===== src/rtl/hbser_pkg.sv =====
package hbser_pkg;
    // Number of top control bits that come out of reset high.
    localparam int CTRL_TOP_SET = 3;
    // Control word field that requests a status reset.
    localparam int CTRL_CLR_BIT = 0;

    typedef enum logic [1:0] {
        ST_IDLE,
        ST_SHIFT,
        ST_FULL,
        ST_OVER
    } frame_state_e;
endpackage


===== src/rtl/hbser_sync.sv =====
module hbser_sync #(
    parameter int               WIDTH   = 3,
    parameter int               STAGES  = 2,
    parameter logic [WIDTH-1:0] RST_VAL = '0
) (
    input  logic             clk,
    input  logic             rst_n,
    input  logic [WIDTH-1:0] d_i,
    output logic [WIDTH-1:0] q_o
);
    logic [WIDTH-1:0] stage_q [STAGES];

    for (genvar g = 0; g < STAGES; g++) begin : g_stage
        if (g == 0) begin : g_first
            always_ff @(posedge clk or negedge rst_n) begin
                if (!rst_n) stage_q[g] <= RST_VAL;
                else        stage_q[g] <= d_i;
            end
        end else begin : g_next
            always_ff @(posedge clk or negedge rst_n) begin
                if (!rst_n) stage_q[g] <= RST_VAL;
                else        stage_q[g] <= stage_q[g-1];
            end
        end
    end

    assign q_o = stage_q[STAGES-1];
endmodule


===== src/rtl/hbser_frame_fsm.sv =====
module hbser_frame_fsm
    import hbser_pkg::*;
#(
    parameter int WORD_W = 16
) (
    input  logic clk,
    input  logic rst_n,
    input  logic sel_fall_i,
    input  logic sel_rise_i,
    input  logic sck_fall_i,
    output logic active_o,
    output logic take_o,
    output logic commit_o
);
    localparam int CNT_W = $clog2(WORD_W + 1);
    localparam logic [CNT_W-1:0] LAST_FALL = CNT_W'(WORD_W - 1);
    localparam logic [CNT_W-1:0] FULL_CNT  = CNT_W'(WORD_W);

    frame_state_e     state_q, state_d;
    logic [CNT_W-1:0] cnt_q;

    always_comb begin
        state_d = state_q;
        unique case (state_q)
            ST_IDLE:  if (sel_fall_i) state_d = ST_SHIFT;
            ST_SHIFT: begin
                if (sel_rise_i)                              state_d = ST_IDLE;
                else if (sck_fall_i && cnt_q == LAST_FALL)   state_d = ST_FULL;
            end
            ST_FULL: begin
                if (sel_rise_i)      state_d = ST_IDLE;
                else if (sck_fall_i) state_d = ST_OVER;
            end
            ST_OVER:  if (sel_rise_i) state_d = ST_IDLE;
            default:  state_d = ST_IDLE;
        endcase
    end

    // State register and fall counter
    always_ff @(posedge clk or negedge rst_n) begin
        if (!rst_n) begin
            state_q <= ST_IDLE;
            cnt_q   <= '0;
        end else begin
            state_q <= state_d;
            if (sel_fall_i)
                cnt_q <= '0;
            else if (state_q == ST_SHIFT && sck_fall_i)
                cnt_q <= cnt_q + 1'b1;
        end
    end

    assign active_o = (state_q != ST_IDLE);
    assign take_o   = (state_q == ST_FULL) && sel_rise_i;

    // Output register
    always_ff @(posedge clk or negedge rst_n) begin
        if (!rst_n) commit_o <= 1'b0;
        else        commit_o <= take_o;
    end

    p_cnt_bound_r7: assert property (@(posedge clk) disable iff (!rst_n)
        cnt_q <= FULL_CNT);
    p_full_count_r7: assert property (@(posedge clk) disable iff (!rst_n)
        state_q == ST_FULL |-> cnt_q == FULL_CNT);
    p_commit_single_r7: assert property (@(posedge clk) disable iff (!rst_n)
        commit_o |=> !commit_o);
endmodule


===== src/rtl/hbser_shifter.sv =====
module hbser_shifter #(
    parameter int WORD_W = 16
) (
    input  logic              clk,
    input  logic              rst_n,
    input  logic              load_i,
    input  logic [WORD_W-1:0] status_i,
    input  logic              active_i,
    input  logic              sck_fall_i,
    input  logic              sck_rise_i,
    input  logic              din_i,
    output logic [WORD_W-1:0] rx_o,
    output logic              dout_o
);
    logic [WORD_W-1:0] rx_q, tx_q;
    logic              seen_fall_q;

    always_ff @(posedge clk or negedge rst_n) begin
        if (!rst_n) begin
            rx_q        <= '0;
            tx_q        <= '0;
            seen_fall_q <= 1'b0;
        end else begin
            if (active_i && sck_fall_i)
                rx_q <= {din_i, rx_q[WORD_W-1:1]};
            if (load_i)
                seen_fall_q <= 1'b0;
            else if (active_i && sck_fall_i)
                seen_fall_q <= 1'b1;
            if (load_i)
                tx_q <= status_i;
            else if (active_i && sck_rise_i && seen_fall_q)
                tx_q <= {rx_q[WORD_W-1], tx_q[WORD_W-1:1]};
        end
    end

    assign rx_o   = rx_q;
    assign dout_o = tx_q[0];

    p_dout_hold_r5: assert property (@(posedge clk) disable iff (!rst_n)
        (!load_i && !sck_rise_i) |=> $stable(dout_o));
endmodule


===== src/rtl/hbser_port.sv =====
module hbser_port
    import hbser_pkg::*;
#(
    parameter int WORD_W      = 16,
    parameter int SYNC_STAGES = 2
) (
    input  logic              clk,
    input  logic              rst_n,
    input  logic              ser_clk_i,
    input  logic              ser_sel_n_i,
    input  logic              ser_din_i,
    output logic              ser_dout_o,
    output logic              ser_dout_en_o,
    input  logic [WORD_W-1:0] status_i,
    output logic [WORD_W-1:0] control_o,
    output logic              commit_o,
    output logic              status_clear_o
);
    localparam logic [WORD_W-1:0] CTRL_RST =
        {{CTRL_TOP_SET{1'b1}}, {(WORD_W-CTRL_TOP_SET){1'b0}}};

    logic [2:0] pins_sync;
    logic       sck_s, sel_s, din_s;
    logic       sck_q, sel_q;
    logic       sck_fall, sck_rise, sel_fall, sel_rise;
    logic       active, take;
    logic [WORD_W-1:0] rx_word;
    logic [WORD_W-1:0] control_q;
    logic       clear_q;

    hbser_sync #(.WIDTH(3), .STAGES(SYNC_STAGES), .RST_VAL(3'b010)) u_sync (
        .clk   (clk),
        .rst_n (rst_n),
        .d_i   ({ser_clk_i, ser_sel_n_i, ser_din_i}),
        .q_o   (pins_sync)
    );
    assign {sck_s, sel_s, din_s} = pins_sync;

    always_ff @(posedge clk or negedge rst_n) begin
        if (!rst_n) begin
            sck_q <= 1'b0;
            sel_q <= 1'b1;
        end else begin
            sck_q <= sck_s;
            sel_q <= sel_s;
        end
    end

    assign sck_fall = sck_q & ~sck_s;
    assign sck_rise = ~sck_q & sck_s;
    assign sel_fall = sel_q & ~sel_s;
    assign sel_rise = ~sel_q & sel_s;

    hbser_frame_fsm #(.WORD_W(WORD_W)) u_fsm (
        .clk        (clk),
        .rst_n      (rst_n),
        .sel_fall_i (sel_fall),
        .sel_rise_i (sel_rise),
        .sck_fall_i (sck_fall),
        .active_o   (active),
        .take_o     (take),
        .commit_o   (commit_o)
    );

    hbser_shifter #(.WORD_W(WORD_W)) u_shift (
        .clk        (clk),
        .rst_n      (rst_n),
        .load_i     (sel_fall),
        .status_i   (status_i),
        .active_i   (active),
        .sck_fall_i (sck_fall),
        .sck_rise_i (sck_rise),
        .din_i      (din_s),
        .rx_o       (rx_word),
        .dout_o     (ser_dout_o)
    );

    always_ff @(posedge clk or negedge rst_n) begin
        if (!rst_n) begin
            control_q <= CTRL_RST;
            clear_q   <= 1'b0;
        end else begin
            if (take) control_q <= rx_word;
            clear_q <= take & rx_word[CTRL_CLR_BIT];
        end
    end

    assign control_o      = control_q;
    assign status_clear_o = clear_q;
    assign ser_dout_en_o  = active;

    p_clear_with_commit_r9: assert property (@(posedge clk) disable iff (!rst_n)
        status_clear_o |-> commit_o);
    p_ctrl_hold_r8: assert property (@(posedge clk) disable iff (!rst_n)
        !commit_o |-> $stable(control_o));
    p_commit_idle_r7: assert property (@(posedge clk) disable iff (!rst_n)
        commit_o |-> !ser_dout_en_o);
    p_hiz_when_deselected_r2: assert property (@(posedge clk) disable iff (!rst_n)
        (ser_sel_n_i && $past(ser_sel_n_i) && $past(ser_sel_n_i, 2) && $past(ser_sel_n_i, 3))
        |-> !ser_dout_en_o);
endmodule


===== config.mk =====
export PLATFORM = sky130hd
export DESIGN_NAME = hbser_port
export DESIGN_NICKNAME = d
export VERILOG_FILES = /design/src/rtl/hbser_pkg.sv /design/src/rtl/hbser_sync.sv /design/src/rtl/hbser_frame_fsm.sv /design/src/rtl/hbser_shifter.sv /design/src/rtl/hbser_port.sv
export SDC_FILE = /design/constraint.sdc
export NUM_CORES = 1
export LEC_CHECK = 0
export ABC_CLOCK_PERIOD_IN_PS = 1500
export BUFFER_PORTS_ARGS = -buffer_cell sky130_fd_sc_hd__buf_2
export CAP_MARGIN = 5
export CORE_ASPECT_RATIO = 1.75
export CORE_MARGIN = 5
export CORE_UTILIZATION = 50
export DETAILED_ROUTE_END_ITERATION = 8
export PLACE_DENSITY = 0.75
export SLEW_MARGIN = 20
export SYNTH_ARGS = -nofsm -noshare
export SYNTH_HDL_FRONTEND = slang
export SYNTH_SLANG_ARGS = --single-unit

===== constraint.sdc =====
create_clock -name clk -period 1.5 [get_ports clk]
set_clock_uncertainty 0.15 [all_clocks]
set_input_delay 0.075 -clock clk [delete_from_list [all_inputs] [get_ports clk]]
set_output_delay 0.075 -clock clk [all_outputs]
set_load 0.01 [all_outputs]

=== Word-level counts from Yosys, hierarchy flattened ===
Index checks and enable logic that the tools add are counted.

* $add $sub $neg: 1
* Multipliers: 0
* Divide/modulo/power cells: 0
* Magnitude comparators: 0
* Equal/unequal tests: 8
* Shift-type cells: 0
* Muxes and demuxes: 13
* Bitwise operators: 9
* Reduce and logical (&&, ||, !) cells: 12

{| class="wikitable"
|+ Operators with widths
! kind !! number
|-
| 2-to-1 mux 16 bit || 2
|-
| 2-to-1 mux 2 bit || 6
|-
| 2-to-1 mux 5 bit || 2
|-
| case mux 2 bit (4 select lines) || 1
|-
| nonzero test 2 bit || 4
|-
| logical AND 1 bit || 6
|-
| != test 3 x 1 -> 1 bit (second input constant) || 2
|-
| adder 5 x 1 -> 5 bit (second input constant) || 1
|-
| bitwise AND 1 bit || 5
|-
| == test 5 x 4 -> 1 bit (second input constant) || 1
|-
| == test 2 bit (second input constant) || 2
|-
| NOT 1 bit || 4
|-
| AND reduction 4 bit || 1
|-
| == test 2 x 1 -> 1 bit (second input constant) || 1
|-
| zero test 2 bit || 1
|-
| 2-to-1 mux 1 bit || 2
|-
| != test 2 x 1 -> 1 bit (second input constant) || 1
|-
| != test 2 bit (second input constant) || 1
|}

* Register bits: 66
* Bits in latches: 0
* Memory bits (writable): 0
* Memory bits (read-only): 0
* Bits of input ports: 21
* Logic and storage cells: 55
* Memories kept: 0

=== Longest topological paths before layout ===
* Depth after elaboration: 6
* Mapped depth: 6
* Gate-level depth less buffers: 5

=== Modules after synthesis ===
Synthesis repeated with hierarchy kept, for this count alone.

* Cells, all modules: 176
* Area, all modules: 2793.9 µm²

{| class="wikitable"
|+ Modules (own cells, without submodules)
! module !! instances !! cells an instance !! area an instance (µm²)
|-
| hbser_shifter || 1 || 89 || 1481.4
|-
| hbser_port || 1 || 42 || 758.2
|-
| hbser_frame_fsm || 1 || 36 || 379.1
|-
| hbser_sync || 1 || 9 || 175.2
|}

=== Worst setup path before layout ===
Ideal clock, no wire load.

* Path kind: reg2reg
* From: register u_fsm.state_q[0]
* To: register u_shift.rx_q[10], in the netlist u_shift.rx_o[10]
* Data arrival time: 1.375 ns
* Path slack: -0.151 ns
* Stages on the path, launching flop included: 6
* Path buffers: 2
* Period minus slack after synthesis: 1.651 ns
* Cells stage by stage: dfrtp_1 or2_4 and2_4 buf_6 buf_12 mux2_4

* Longest elaborated chain between the ends: 2

{| class="wikitable"
|+ RTL lines
! element !! RTL line !! text
|-
| start: declaration || hbser_frame_fsm.sv:19 || <nowiki>frame_state_e state_q, state_d;</nowiki>
|-
| start signal: assignment || hbser_frame_fsm.sv:45 || <nowiki>state_q <= state_d;</nowiki>
|-
| nonzero test 2 bit || hbser_frame_fsm.sv:53 || <nowiki>assign active_o = (state_q != ST_IDLE);</nowiki>
|-
| net ser_dout_en_o || hbser_port.sv:13 || <nowiki>output logic ser_dout_en_o,</nowiki>
|-
| logical AND 1 bit || hbser_shifter.sv:24 || <nowiki>if (active_i && sck_fall_i)</nowiki>
|-
| end signal: assignment || hbser_shifter.sv:25 || <nowiki>rx_q <= {din_i, rx_q[WORD_W-1:1]};</nowiki>
|-
| end: declaration || hbser_shifter.sv:15 || <nowiki>logic [WORD_W-1:0] rx_q, tx_q;</nowiki>
|}

The timed path passes the listed nets, and every way through them passes these cells.
A chain may end at the register's enable or synchronous reset.

=== Final worst setup path ===
* From: register u_fsm.state_q[1]
* To: register u_shift.tx_q[15]

* Longest elaborated chain between the ends: 4

{| class="wikitable"
|+ RTL lines
! element !! RTL line !! text
|-
| nonzero test 2 bit || hbser_frame_fsm.sv:53 ||
|-
| logical AND 1 bit (2 in a row) || hbser_shifter.sv:32 || <nowiki>else if (active_i && sck_rise_i && seen_fall_q)</nowiki>
|-
| nonzero test 2 bit (no line) || - ||
|-
| end signal: assignment || hbser_shifter.sv:31 || <nowiki>tx_q <= status_i;</nowiki>
|-
| end signal: assignment || hbser_shifter.sv:33 || <nowiki>tx_q <= {rx_q[WORD_W-1], tx_q[WORD_W-1:1]};</nowiki>
|-
| end: declaration || hbser_shifter.sv:15 ||
|}

No other way between the ends.

==> impl_metrics.toml <==
[finish]
multi_input_comb_area_um2 = 1195
n_antenna_cell = 0
stdcell_area_um2 = 3964
fill_cells = 384
fin_cells = 385
regArea_um2 = 1659
syn2layout_area_growth_pct = 42.77
drive_above_1_share = 0.4693
final_net_count = 327

[floorplan]
rows = 36
start_util = 0.5052
die_w_um = 66.33
ioPinCount = 41
dieArea_um2 = 7202
coreArea_um2 = 5495
die_y_um = 108.6

[logic_synthesis]
synth_flop_cell = "dfrtp_1"
ys_warn_count = 0
synth_top_family_by_area = "multiplexers"
synth_edf_count = 0
yosys-top-cells-area = "dfrtp_1, mux2_2, dfstp_2, mux2_4, o211ai_1"
yosys.area_share.simple = 0.1208
synthDistinctLibCells = 32
synth.most_common_cell = "dfrtp_1"
async_flop_share = 1.000
synth_top_area_cell = "dfrtp_1"
synth_compound_area_frac = 0.07706
postSynthCellCount = 215
syn_nets = 238
synthMuxAreaShare = 0.1528
synth_top_area_frac = 0.5408
synthAdderAreaFrac = 0.009013
synthXorXnorAreaFrac = 0.003155
ys_ff_latch = 66
avgSynthCellArea_um2 = 12.91
synth_common_cells = "dfrtp_1, mux2_2, nand2_1, nand4_1, o211ai_1"
synth_seq_area_share = 0.5976
netlist_area_um2 = 2776

[critical_path]
arrival_ns = 1.74
rrSetupSlack_ns = -0.15
start_kind = "flip-flop"
cp_max_fo = 8
cp.required_ns = 1.59
rr_worst_depth = 6
worstReg2RegEnd = "u_shift.tx_q[15]"
cp-end-kind = "flip-flop"
r2r_start = "u_fsm.state_q[1]"
critPathKind = "flip-flop to flip-flop"

[drt]
drc = 0
ant_nets = 0
dr_wl_met2_um = 3790
drt-pass1-iter-count = 4
viasPerCell = 5.468
post_drt_wl_per_cell_um = 18.04
first_iter_violations = 72
vias = 2105
routed.top_layer = "met4"
dr_wl_met3_um = 338
met1_length_um = 2558
routed_wl_um = 6946

[global_routing]
antenna_found_initial = 0
grt_first_pass_wirelength_um = 9949
grt_max_degree = 28
grtUsageTotal = 0.1812
grt.overflow.total = 0
grt_pass1_vias = 2123

[sta]
final.min_clock_period_ns = 1.651
max_slew_margin = 0.7538
hold_viol = 0
fmax_mhz = 605.6
setup_viol = 33
final_max_slew_viol_count = 0
layout_setup_ws_ns = -0.1513
rsz0062_at_grt = "yes"
min_period_over_period = 1.101
tightest_slew_ns = 0.3685

[job]
cap_violations = 0

[status]
violations = "negative setup slack"
status = "finished, violations left"

[clock_network]
cts_max_level = 3
clock-sinks = 66
cts-buffers-inserted = 9
cts-root-buf = "clkbuf_8"
clk_latency_ns = 0.34
clk_pin_slew_ns = 0.07
cts_tree = "yes"
clockBufferDepth = 2

[pwr]
power_leakage_nw = 1.894
p_per_area_nw_per_um2 = 1086
peakVddDrop_v = 0.0007435

[placed_design]
hpwl_um = 3837
place.gp.congestion = 0.8263
dp_cells = 334
place_area_um2 = 3208
port_buffers = 40

[hold_path]
min_path_type = "input pin to asynchronous set/reset pin"
per-layer routing:
| metal | track usage | vias to the layer above |
|---|---|---|
| met2 | 0.3049 | 90 |
| met5 | 0 | - |
| met1 | 0.2124 | 1029 |
| met4 | 0.09302 | 0 |
| met3 | 0.04054 | 28 |
| li1 | - | 958 |
report_power, final:
group / total, mW / switching, mW / internal, mW / leakage (nW)
Clock: 1.54 / 0.635 / 0.903 / 0.107
Combinational: 0.628 / 0.261 / 0.367 / 0.945
Sequential: 2.14 / 0.163 / 1.97 / 0.842
Total: 4.30 / 1.06 / 3.24 / 1.89
critical path: stages, from the launching register on:
cell and delay, ns:
dfrtp_1 0.43, buf_6 0.15, o211ai_1 0.18, buf_4 0.18, buf_8 0.13, o21ai_0 0.09
a21oi_1 0.24
cells by family (layout without fill, tap and decap cells):
logic type	count (synthesis)	count (layout)
muxes	35	35
DFF	66	66
and+or+nand+nor	61	63
adders and majority gates	2	2
AOI/OAI and AO/OA	32	32
xor gates and xnor gates	1	1
buffers and inverters	18	110
registers in the layout, indices dropped and copies added (netlist names):
name,count
control_o,16
u_shift.rx_o,16
u_shift.tx_q,16
u_fsm.cnt_q,5
u_sync.q_o,3
u_sync.stage_q,3
u_fsm.state_q,2
sck_q,1
sel_q,1
status_clear_o,1
u_fsm.commit_o,1
u_shift.seen_fall_q,1
per-stage QoR:
step	power [mW]	utilization	hold WS [ns]	worst slack (ns)	TNS (ns)
6_report	4.304	0.7213	0.02976	-0.1513	-1.916
5_1_grt	4.500	0.7213	0.05897	-0.1926	-3.582
4_1_cts	4.237	0.6694	0.03775	-0.07112	-1.479
3_5_place_dp	2.652	0.5838	-0.1426	-0.06106	-1.018
3_3_place_gp	2.614	0.5838	-0.1441	-0.03745	-0.5422
2_1_floorplan	2.433	-	-0.3706	-0.1506	-2.247
layout make-up:
type                    instances  area share
repair buffers                 91      0.1998
inverters                       3    0.003788
clock inverters                 2    0.008838
well taps                      76     0.02399
clock buffers                  14     0.04356
multi-input cells             133      0.3015
flip-flops and latches         66      0.4186
worst max path at each step:
stage,from,endpoint,slack (ns),cells past startpoint
final,u_fsm.state_q[1],u_shift.tx_q[15],-0.15,6
after global routing,u_fsm.state_q[1],u_shift.tx_q[15],-0.19,6
after CTS,u_sync.q_o[1],control_o[2],-0.07,3
after detailed placement,u_sync.q_o[1],control_o[5],-0.06,3
after global placement,u_sync.q_o[1],control_o[2],-0.04,3
after floorplan,u_fsm.state_q[0],u_shift.rx_o[10],-0.15,5
cell usage in the layout (no fill, tap or decap), drive strengths merged, types with 2 or more instances in the layout:
cell type / netlist / routed
mux2i: 3 / 3
nand4: 13 / 13
and4bb: 2 / 2
dfrtp: 60 / 60
o21ai: 4 / 4
nor2: 7 / 7
nor2b: 2 / 2
ha: 2 / 2
clkbuf: 8 / 17
a21oi: 5 / 5
a211oi: 3 / 3
nand3: 12 / 12
and2: 2 / 4
nand2: 16 / 16
a31oi: 5 / 5
dfstp: 6 / 6
dlygate4sd3: 0 / 20
inv: 3 / 2
nand2b: 3 / 3
buf: 7 / 68
o211ai: 13 / 13
mux2: 32 / 32
what timing repair did:
action | 4_1_cts | 5_1_grt
gates resized for setup | 4 | 33
endpoints found under the setup margin | 41 | 44
hold buffers | 20 | 0
endpoints found under the hold margin | 82 | 0
buffers inserted | 1 | 7
cloned | 3 | 4
pin swaps | 3 | 15
(Power assumes the default switching activity.)
